## src/rtl/lsb_serial_regport.sv

```systemverilog
module lsb_serial_regport #(
  parameter int AW = 7,
  parameter int DW = 8,
  parameter int NCFG = 4,
  parameter int NSTAT = 2,
  parameter logic [NCFG*DW-1:0] CFG_INIT = 32'h5A00FF81
) (
  input  logic                clk,
  input  logic                rst_n,
  input  logic                cs_n,
  input  logic                sck,
  input  logic                sdi,
  output logic                sdo,
  output logic                sdo_oe,
  input  logic [NSTAT*DW-1:0] stat_i,
  output logic [NCFG*DW-1:0]  cfg_o
);
  localparam int FRAME = 1 + AW + DW;
  localparam int CW = $clog2(FRAME + 1);

  logic [2:0]    sck_p;
  logic [1:0]    cs_p, sdi_p;
  logic [CW-1:0] cnt;
  logic          rw_q;
  logic [AW-1:0] addr_q;
  logic [DW-1:0] sh_q, rd, wdat;
  logic [DW-1:0] cfg_q [NCFG];

  wire cs_act   = ~cs_p[1];
  wire sdi_s    = sdi_p[1];
  wire sck_rise = sck_p[1] & ~sck_p[2];
  wire sck_fall = ~sck_p[1] & sck_p[2];
  wire wr       = cs_act & sck_rise & ~rw_q & (cnt == CW'(FRAME - 1));
  assign wdat   = {sdi_s, sh_q[DW-1:1]};

  for (genvar g = 0; g < NCFG; g++) begin : g_out
    assign cfg_o[g*DW +: DW] = cfg_q[g];
  end

  always_comb begin
    rd = '0;
    for (int k = 0; k < NCFG; k++)
      if (addr_q == AW'(k)) rd = cfg_q[k];
    for (int k = 0; k < NSTAT; k++)
      if (addr_q == AW'(NCFG + k)) rd = stat_i[k*DW +: DW];
  end

  always_ff @(posedge clk or negedge rst_n) begin
    if (!rst_n) begin
      sck_p <= '0;
      cs_p  <= '1;
      sdi_p <= '0;
    end else begin
      sck_p <= {sck_p[1:0], sck};
      cs_p  <= {cs_p[0], cs_n};
      sdi_p <= {sdi_p[0], sdi};
    end
  end

  always_ff @(posedge clk or negedge rst_n) begin
    if (!rst_n) begin
      cnt    <= '0;
      rw_q   <= 1'b0;
      addr_q <= '0;
      sh_q   <= '0;
      sdo    <= 1'b0;
      sdo_oe <= 1'b0;
    end else if (!cs_act) begin
      cnt    <= '0;
      rw_q   <= 1'b0;
      sdo_oe <= 1'b0;
    end else begin
      if (sck_rise && cnt != CW'(FRAME)) begin
        cnt <= cnt + 1'b1;
        if (cnt == '0) rw_q <= sdi_s;
        else if (cnt <= CW'(AW)) addr_q <= {sdi_s, addr_q[AW-1:1]};
        else if (!rw_q) sh_q <= wdat;
      end
      if (sck_fall && rw_q) begin
        if (cnt == CW'(1 + AW)) begin
          sdo    <= rd[0];
          sh_q   <= rd >> 1;
          sdo_oe <= 1'b1;
        end else if (cnt > CW'(1 + AW) && cnt < CW'(FRAME)) begin
          sdo  <= sh_q[0];
          sh_q <= sh_q >> 1;
        end else if (cnt == CW'(FRAME)) begin
          sdo_oe <= 1'b0;
        end
      end
    end
  end

  always_ff @(posedge clk or negedge rst_n) begin
    if (!rst_n) begin
      for (int k = 0; k < NCFG; k++) cfg_q[k] <= CFG_INIT[k*DW +: DW];
    end else if (wr) begin
      for (int k = 0; k < NCFG; k++)
        if (addr_q == AW'(k)) cfg_q[k] <= wdat;
    end
  end

  a_r3_cfg_only_on_write: assert property (@(posedge clk) disable iff (!rst_n)
    !wr |=> $stable(cfg_o));
  a_r5_sdo_moves_on_fall: assert property (@(posedge clk) disable iff (!rst_n)
    !sck_fall |=> $stable(sdo));
  a_r6_oe_read_only: assert property (@(posedge clk) disable iff (!rst_n)
    sdo_oe |-> rw_q);
  a_r4_idle_on_release: assert property (@(posedge clk) disable iff (!rst_n)
    !cs_act |=> (cnt == '0 && !sdo_oe));
  a_r9_count_saturates: assert property (@(posedge clk) disable iff (!rst_n)
    cnt <= CW'(FRAME));
endmodule

```

## config.mk

```make
export PLATFORM = sky130hd
export DESIGN_NAME = lsb_serial_regport
export DESIGN_NICKNAME = d
export VERILOG_FILES = /design/src/rtl/lsb_serial_regport.sv
export SDC_FILE = /design/constraint.sdc
export NUM_CORES = 1
export LEC_CHECK = 0
export BUFFER_PORTS_ARGS = -buffer_cell sky130_fd_sc_hd__buf_2
export CORE_AREA = 2 2 92 94
export CTS_CLUSTER_DIAMETER = 30
export DETAILED_ROUTE_END_ITERATION = 8
export DIE_AREA = 0 0 94 96
export PLACE_DENSITY = 0.57
export SLEW_MARGIN = 20
export SYNTH_ARGS = -nofsm -noshare
export SYNTH_HDL_FRONTEND = slang
export SYNTH_SLANG_ARGS = --single-unit
```

## constraint.sdc

```tcl
create_clock -name clk -period 3.3 [get_ports clk]
set_input_delay 0.66 -clock clk [delete_from_list [all_inputs] [get_ports clk]]
set_output_delay 0.66 -clock clk [all_outputs]
set_load 0.02 [all_outputs]
```

==> impl_metrics.py, run 1 <==
metrics = {
    "grt": {
        "grt_pass1_vias": 2126,
        "grt_max_degree": 63,
        "antenna_found_initial": 0,
        "grt_overflow": 0,
        "grt_pass1_wl_um": 11600,
        "grt_usage": 0.175,
    },
    "setup_path": {
        "cpLargestDelayFamily": "simple AND/OR/NAND/NOR gates",
        "critPathKind": "register to register",
        "worstSetupStartpointType": "register",
        "cp_data_arrival_time_ps": 2630,
        "critPathBufInv": 0,
        "cp_slowest_stage_delay_ps": 500,
        "critical_path.endpoint_type": "register",
        "cp_slowest_cell": "nor3b_4",
        "cp_max_fo": 9,
        "worstPathRequired_ps": 3530,
        "crit_chain": "nor4_2, and2b_1, and4bb_4, nor3b_4, mux2_2",
    },
    "drt": {
        "final_antenna_net_count": 0,
        "post_drt_wl_per_cell_um": 18.1,
        "drt_wl_total_um": 7200,
        "drc": 0,
        "vias_per_cell": 5.25,
        "num_vias": 2089,
        "first_pass_iters": 4,
        "drtIter0Drc": 58,
    },
    "synthesis": {
        "synthArstFlopShare": 1.00,
        "ys_ff_latch": 62,
        "synthCells": 229,
        "synth.largest_area_cell": "dfrtp_1",
        "synth_edf_count": 0,
        "syn-cell-area_sq_um": 2980,
        "syn_area_per_cell_sq_um": 13.0,
        "synth_top_cells_by_area": "dfrtp_1 39%, mux2_2 15%, dfstp_2 14%",
        "yosys_warnings": 0,
        "synth_ff_type": "dfrtp_1",
        "synth-seq-area-share": 0.527,
        "ys_types": 41,
        "synth_nets": 253,
        "synth.top_cell.area_share": 0.386,
    },
    "cells_and_area": {
        "final_nets": 312,
        "area_delta_synth_final_pct": 20.6,
        "n_antenna_cell": 0,
        "drive_above_1_share": 0.471,
        "fin_cells": 398,
    },
    "sta": {
        "hold_ws_ps": 353,
        "fmax_ghz": 0.416,
        "skew_ps": 9.60,
        "worst_slew_pin_slew_ps": 991,
        "post-route-period-util": 0.728,
        "finalCriticalPeriod_ps": 2400,
        "setup_viol": 0,
        "fin_tns_setup_ps": 0,
        "rsz0062_at_grt": "false",
        "layout_setup_ws_ps": 898,
        "slew_viol_final": 0,
        "slew_headroom": 0.340,
        "finalHoldViolCount": 0,
    },
    "cts": {
        "cts_resized": 0,
        "cts.reportedPaths.clkPinSlew_ps": 80,
        "post-cts-setup-buffer-count": 0,
        "cts_made_buffers": 9,
        "cts_tree": "built",
        "clockRootBuffer": "clkbuf_8",
        "htreeDepth": 3,
        "clock_sinks": 62,
        "clock_latency_ps": 350,
        "cts-hold-fix-buffers": 0,
        "clk_path_buf_depth": 2,
    },
    "floorplan": {
        "num_io_pins": 55,
        "core_sq_um": 8050,
        "initial_core_util": 0.370,
        "die_w_um": 94,
        "rows": 33,
        "die_h_um": 96,
        "fp.dieArea_sq_um": 9020,
    },
    "place": {
        "dp_hpwl_um": 5050,
        "dpl.cell_count": 382,
        "dpl_worst_slack_ps": 867,
        "gp_congestion": 0.833,
        "portBuffers": 54,
    },
    "outcome": {
        "status": "finished clean",
    },
    "power": {
        "leakagePower_uw": 0.00169,
        "peakVddDrop_v": 0.000192,
        "p_per_area_nw_per_um2": 469,
    },
    "flow_run": {
        "max-cap-violations": 0,
    },
    "hold_path": {
        "hold_class": "register to register",
    },
}
kinds of logic (layout without fill, tap and decap cells):
group	Yosys count	count (layout)	synth area share
buffers and inverters	12	76	0.0168
multiplexers	57	57	0.241
AO/OA/AOI/OAI	44	44	0.0998
flip-flops	62	62	0.527
XOR/XNOR	3	3	0.00881
adder cells (fa/ha/maj)	3	3	0.0126
AND/OR/NAND/NOR	48	48	0.0940
through the flow:
step	cell area (sq um)	util	power (uW)
after global routing	3600	0.447	1760
after global placement	3360	0.418	922
after CTS	3600	0.447	1700
after floorplan	2980	-	886
after detailed placement	3360	0.418	926
final	3600	0.447	1690
report_power, final:
| part | switching [uW] | internal [uW] | leakage [uW] |
|---|---|---|---|
| Combinational | 59.6 | 40.9 | 0.000829 |
| Clock | 326 | 451 | 0.000113 |
| Sequential | 26.7 | 782 | 0.000752 |
registers in the layout, indices dropped and copies added (netlist names):
register  cells
sdo           1
rw_q          1
addr_q        7
cnt           5
cs_p          2
sdi_p         2
cfg_o        32
sh_q          8
sck_p         3
sdo_oe        1
cells in the mapped netlist, types with 3 or more instances:
library cell and instances:
nand3b_1 4, inv_1 4, a2bb2oi_1 4, clkbuf_1 6
ha_1 3, nor2_1 20, o2bb2ai_1 5, o21ai_0 12
nand3_1 3, mux2_2 39, o21a_1 5, o22ai_1 7
dfstp_2 16, a22oi_1 5, dfrtp_1 46, mux4_2 8
mux2i_1 10, nand2b_1 4
area by class of cell:
class / count / area [sq um]
Inverter: 4 / 15.0
Multi-Input combinational cell: 155 / 1360
Clock buffer: 10 / 138
Tap cell: 105 / 131
Clock inverter: 6 / 93.8
Sequential cell: 62 / 1570
Fill cell: 784 / 4460
Timing Repair Buffer: 56 / 285
worst paths after layout:
path	startpoint	cells after the start	to	slack, ps
min reg2reg	sck_p[0]	0	sck_p[1]	350
min in group asynchronous	rst_n	2	cnt[2]	480
max	addr_q[5]	5	cfg_o[6]	900
max reg2reg	addr_q[5]	5	cfg_o[6]	900
min	sck_p[0]	0	sck_p[1]	350
max in group asynchronous	rst_n	2	cfg_o[29]	2300
routing by layer:
layer | GRT usage | wire length [um]
met5 | 0 | 0
met4 | 0.0700 | 114
met3 | 0.0423 | 290
met2 | 0.268 | 3340
met1 | 0.240 | 3460
layout by cell type (no fill, tap or decap), drive strengths merged, types with 7 or more instances in the layout:
cell	count
o21ai	12
mux2	39
mux4	8
buf	56
dfstp	16
dfrtp	46
mux2i	10
o22ai	7
nor2	20
clkbuf	10
Power figures use the tool's default switching activity.
==> inputs of run 2 (changes only) <==
- ABC_AREA: not set -> 1
- CORE_AREA: 2 2 92 94 -> 2 2 95 97
- DIE_AREA: 0 0 94 96 -> 0 0 97 99
- clock period: 3.3 -> 2.3 ns (I/O delays scaled with it)
==> run 2 against run 1 <==
  * Clock power rose by 69%
  * Critical endpoint is now cfg_o[14]
  * Highest routed layer unchanged
  * Critical path type unchanged
  * Core utilization up 0.70 points
  * Die area increased by 6.4%
  * Largest cell class unchanged
==> impl_metrics.py, run 2 <==
metrics = {
    "outcome": {
        "status": "finished clean",
    },
    "cts": {
        "cts-hold-fix-buffers": 0,
        "htreeDepth": 3,
        "cts.reportedPaths.clkPinSlew_ps": 80,
        "clockRootBuffer": "clkbuf_8",
        "clock_latency_ps": 350,
        "clk_path_buf_depth": 2,
        "clock_sinks": 62,
        "cts_made_buffers": 9,
        "cts_resized": 0,
        "post-cts-setup-buffer-count": 0,
        "cts_tree": "built",
    },
    "grt": {
        "grt_overflow": 0,
        "grt_pass1_wl_um": 13800,
        "grt_usage": 0.185,
        "grt_pass1_vias": 2758,
        "grt_max_degree": 40,
        "antenna_found_initial": 0,
    },
    "setup_path": {
        "crit_chain": "ha_1, nand2_1, nor2_1, ha_1, nand2_1, nor4_4, nand2_1, o21ai_0",
        "cp_common_cell": "nand2_1",
        "cp_slowest_stage_delay_ps": 390,
        "cp_max_fo": 16,
        "critPathKind": "register to register",
        "reg2reg_depth": 8,
        "worstSetupStartpointType": "register",
        "worstPathRequired_ps": 2560,
        "cp_data_arrival_time_ps": 2270,
        "critical_path.endpoint_type": "register",
        "cp_slowest_cell": "dfrtp_1",
    },
    "synthesis": {
        "synth.largest_area_cell": "dfrtp_1",
        "ys_ff_latch": 62,
        "yosysMostFrequentCell": "nand2_1",
        "synth.top_cell.area_share": 0.361,
        "synthArstFlopShare": 1.00,
        "syn_area_per_cell_sq_um": 7.69,
        "synth_common_cells": "121 x nand2_1, 50 x inv_1, 49 x o21ai_0",
        "yosys_warnings": 0,
        "synth_top_cells_by_area": "dfrtp_1 36%, nand2_1 14%, dfstp_2 13%",
        "synth_edf_count": 0,
        "synth_ff_type": "dfrtp_1",
        "syn-cell-area_sq_um": 3190,
        "synthCells": 415,
        "synth_nets": 439,
        "ys_types": 26,
        "synth-seq-area-share": 0.492,
    },
    "sta": {
        "post-route-period-util": 0.874,
        "fmax_ghz": 0.498,
        "slew_viol_final": 0,
        "slew_headroom": 0.631,
        "worst_slew_pin_slew_ps": 554,
        "setup_viol": 0,
        "layout_setup_ws_ps": 290,
        "fin_tns_setup_ps": 0,
        "finalHoldViolCount": 0,
        "finalCriticalPeriod_ps": 2010,
        "skew_ps": 9.39,
        "rsz0062_at_grt": "false",
    },
    "floorplan": {
        "initial_core_util": 0.373,
        "die_w_um": 97,
        "die_h_um": 99,
        "fp.dieArea_sq_um": 9600,
        "num_io_pins": 55,
        "rows": 34,
        "core_sq_um": 8550,
    },
    "cells_and_area": {
        "largest_register_ffs": 32,
        "final_nets": 500,
        "area_delta_synth_final_pct": 21.5,
        "drive_above_1_share": 0.220,
        "layout_commonest_cell": "nand2_1",
        "final_cell_area_sq_um": 3880,
        "n_antenna_cell": 0,
        "multi_input_area_sq_um": 1370,
        "regArea_sq_um": 1570,
        "fillCellCount": 848,
        "layout_common_cells": "121 x nand2_1, 54 x buf_2, 50 x inv_1",
    },
    "place": {
        "dp_hpwl_um": 6130,
        "post_dp_cell_area_sq_um": 3610,
        "portBuffers": 54,
        "gp_congestion": 0.898,
        "dpl_worst_slack_ps": 298,
    },
    "drt": {
        "drtIter0Drc": 132,
        "first_pass_iters": 5,
        "num_vias": 2877,
        "drt_wl_total_um": 8400,
        "vias_per_cell": 4.88,
        "final_antenna_net_count": 0,
        "post_drt_wl_per_cell_um": 14.3,
        "drc": 0,
    },
    "hold_path": {
        "hold_class": "input pin to async pin",
    },
    "flow_run": {
        "max-cap-violations": 0,
    },
    "power": {
        "leakagePower_uw": 0.00198,
        "p_per_area_nw_per_um2": 682,
        "peakVddDrop_v": 0.000363,
        "power.total_uw": 2650,
    },
}
run 2: changes by cell type in the layout (fill, tap and decap cells not counted), moves of 7 or more:
cell | before | now
a21oi_1 | 2 | 12
o22ai_1 | 7 | 0
mux2_2 | 39 | 0
inv_1 | 4 | 50
o211ai_1 | 0 | 10
nand3_1 | 3 | 41
nand2_1 | 2 | 121
mux4_2 | 8 | 0
o21ai_0 | 12 | 49
mux2i_1 | 10 | 0
nor2_1 | 20 | 37
run 2: worst paths after layout:
check,start,endpoint,slack [ps]
max,cnt[1],cfg_o[14],290
min,rst_n,cfg_o[21],100
max reg2reg,cnt[1],cfg_o[14],290
min reg2reg,sck_p[0],sck_p[1],350
max in group asynchronous,rst_n,cfg_o[30],1530
min in group clk,cs_n,cs_p[0],210
run 2: final cells by class:
| type | count | area share |
|---|---|---|
| clock buffers | 10 | 0.0355 |
| clock inverters | 6 | 0.0342 |
| inverters | 52 | 0.0503 |
| multi-input cells | 290 | 0.354 |
| flip-flops and latches | 62 | 0.405 |
| well taps | 108 | 0.0348 |
| repair buffers | 61 | 0.0865 |
run 2: report_power, final:
group          internal [uW]  leakage [uW]  switching [uW]  total, uW
Sequential              1120      0.000751            19.7       1140
Combinational           62.4       0.00109             142        205
Clock                    857      0.000132             450       1310
Total                   2040       0.00198             611       2650
run 2: kinds of logic after synthesis:
group	count (synthesis)	share of synthesized area
and+or+nand+nor	212	0.291
AOI/OAI and AO/OA	75	0.127
adders and majority gates	3	0.0118
DFF	62	0.492
buffers and inverters	63	0.0784
run 2: per-stage QoR:
stage	std cells	utilization	hold WS, ps
2_1_floorplan	415	-	164
3_3_place_gp	573	0.422	335
3_5_place_dp	573	0.422	337
4_1_cts	589	0.454	105
5_1_grt	589	0.454	123
6_report	589	0.454	101
run 2: layer usage:
layer	vias to the layer above	routed length, um	track usage	part of all wire
met5	-	0	0	0
met4	0	138	0.0531	0.016
met3	12	477	0.0440	0.057
met2	99	3810	0.293	0.45
met1	1315	3980	0.254	0.47
li1	1451	-	-	-
run 2: worst max-delay path: cells and delay by family, from the launching register on:
family	cells	cell delay, ps
and+or+nand+nor	5	900
DFF	1	390
adders and majority gates	2	350
AOI/OAI and AO/OA	1	280
==> inputs of run 3 (changes only) <==
- BUFFER_PORTS_ARGS: -buffer_cell sky130_fd_sc_hd__buf_2 -> not set
- DONT_BUFFER_PORTS: not set -> 1
- PLACE_DENSITY: 0.57 -> 0.51
==> run 3 against run 2 <==
  * Design area down 6.9%
  * Sequential share of layout area rose by 3.0 points
  * Clock-buffer cell count down 1
  * Global-route usage decreased by 0.39 points
  * Setup slack worse by 14 ps
  * Combinational power down 7%
  * Clock power fell by 8%
  * Flip-flop and latch count did not move
  * Die area did not move
  * First-iteration DRC count up 11%
  * Total power down 4.6%
  * Core utilization decreased by 3.1 points
  * Critical path type unchanged
  * Critical endpoint unchanged
  * Largest cell class unchanged
==> impl_metrics.py, run 3 (synthesis gave the netlist of run 2 again) <==
metrics = {
    "cells_and_area": {
        "final_util": 0.422,
        "regArea_sq_um": 1570,
        "layout_common_cells": "120 x nand2_1, 50 x inv_1, 49 x o21ai_0",
        "area_delta_synth_final_pct": 13.1,
        "n_antenna_cell": 0,
        "largest_register_ffs": 32,
        "final_cell_area_sq_um": 3610,
        "layout_commonest_cell": "nand2_1",
        "fin_cells": 537,
        "final_nets": 448,
        "multi_input_area_sq_um": 1370,
        "fillCellCount": 865,
        "drive_above_1_share": 0.126,
    },
    "flow_run": {
        "max-cap-violations": 0,
    },
    "drt": {
        "vias_per_cell": 4.95,
        "final_antenna_net_count": 0,
        "num_vias": 2656,
        "drt_wl_total_um": 8250,
        "drtIter0Drc": 146,
        "post_drt_wl_per_cell_um": 15.4,
        "first_pass_iters": 4,
        "drc": 0,
    },
    "hold_path": {
        "hold_class": "input pin to register",
        "hp-start": "cs_n",
    },
    "power": {
        "pwr-share-comb": 0.075,
        "p_per_area_nw_per_um2": 699,
        "netSwitchingFraction": 0.250,
        "seq_power_share": 0.450,
        "leakagePower_uw": 0.00171,
        "clkPwrFrac": 0.475,
        "peakVddDrop_v": 0.000301,
        "p_int_uw": 1890,
        "power_switching_uw": 632,
    },
    "setup_path": {
        "cp_data_arrival_time_ps": 2280,
        "r2r-start": "cnt[1]",
        "cp_common_cell": "nand2_1",
        "worstPathRequired_ps": 2560,
        "critPathKind": "register to register",
        "startpoint": "cnt[1]",
        "cp_slowest_cell": "dfrtp_1",
        "crit_chain": "ha_1, nand2_1, nor2_1, ha_1, nand2_1, nor4_4, nand2_1, o21ai_0",
        "cp_slowest_stage_delay_ps": 390,
        "critical_path.endpoint_type": "register",
        "cp_max_fo": 16,
        "worstSetupStartpointType": "register",
    },
    "floorplan": {
        "num_io_pins": 55,
        "die_w_um": 97,
        "die_h_um": 99,
        "fp.dieArea_sq_um": 9600,
        "rows": 34,
        "initial_core_util": 0.373,
        "core_sq_um": 8550,
    },
    "place": {
        "gp_congestion": 0.849,
        "portBuffers": 0,
        "post_dp_cell_area_sq_um": 3330,
        "dp_hpwl_um": 6030,
        "dpl_worst_slack_ps": 302,
        "dpl.cell_count": 519,
    },
    "grt": {
        "top_usage_layer": "met2",
        "use_met3": 0.0546,
        "antenna_found_initial": 0,
        "grt_usage": 0.181,
        "grt_pass1_vias": 2564,
        "grt_overflow": 0,
        "met1_usage": 0.242,
        "grt_pass1_wl_um": 13600,
        "grt_util_met2": 0.290,
        "grt_max_degree": 63,
    },
    "sta": {
        "rsz0062_at_grt": "false",
        "worst_slew_pin_slew_ps": 512,
        "fin_tns_setup_ps": 0,
        "fmax_ghz": 0.494,
        "finalCriticalPeriod_ps": 2020,
        "post-route-period-util": 0.880,
        "setup_viol": 0,
        "slew_headroom": 0.658,
        "slew_viol_final": 0,
        "skew_ps": 9.39,
        "layout_setup_ws_ps": 276,
        "finalHoldViolCount": 0,
    },
    "cts": {
        "htreeDepth": 3,
        "cts_tree": "built",
        "clock_latency_ps": 340,
        "clk_path_buf_depth": 2,
        "cts_made_buffers": 9,
        "clockRootBuffer": "clkbuf_8",
        "clock_sinks": 62,
        "cts.reportedPaths.clkPinSlew_ps": 80,
    },
    "outcome": {
        "status": "finished clean",
    },
}
==> run 3: area by class of cell <==
class | count | share of cell area
flip-flops and latches | 62 | 0.435
multi-input cells | 290 | 0.380
inverters | 52 | 0.0540
well taps | 108 | 0.0374
clock buffers | 9 | 0.0343
clock inverters | 7 | 0.0339
repair buffers | 9 | 0.0249
==> run 3: stage by stage <==
stage	hold WS, ps	total power [uW]
after detailed placement	167	1320
after global routing	85.5	2630
after floorplan	164	1270
final	110	2520
after CTS	95.3	2560
after global placement	167	1310
==> run 3: layer usage <==
metal,part of all wire,routed length [um]
met2,0.47,3900
met1,0.47,3880
met5,0,0
met3,0.050,414
met4,0.0067,55
==> run 3: worst paths after layout <==
kind / to / slack, ps / cells past startpoint
max in group asynchronous: cfg_o[30] / 1320 / 2
hold / removal: cs_p[0] / 110 / 0
setup / recovery: cfg_o[14] / 280 / 8
hold reg to reg: sck_p[1] / 350 / 0
setup reg to reg: cfg_o[14] / 280 / 8
min in group asynchronous: cfg_o[4] / 660 / 2
==> run 3: power by group through the flow <==
| stage | Sequential, uW | Clock (uW) | Combinational (uW) |
|---|---|---|---|
| 2_1_floorplan | 1150 | 0 | 122 |
| 3_5_place_dp | 1160 | 0 | 160 |
| 6_report | 1140 | 1200 | 190 |
| 4_1_cts | 1140 | 1230 | 192 |
| 3_3_place_gp | 1150 | 0 | 159 |
| 5_1_grt | 1140 | 1280 | 214 |
==> run 3: timing repair <==
action,CTS,global route
setup endpoints to repair,0,1
hold buffers,2,0
resized for setup,0,1
buffers inserted,0,0
endpoints found under the hold margin,62,0
==> run 3: critical path: cells and delay by family (launching register included) <==
| family | cells | cell delay [ps] |
|---|---|---|
| adders and majority gates | 2 | 350 |
| AOI/OAI and AO/OA | 1 | 280 |
| and+or+nand+nor | 5 | 920 |
| DFF | 1 | 390 |
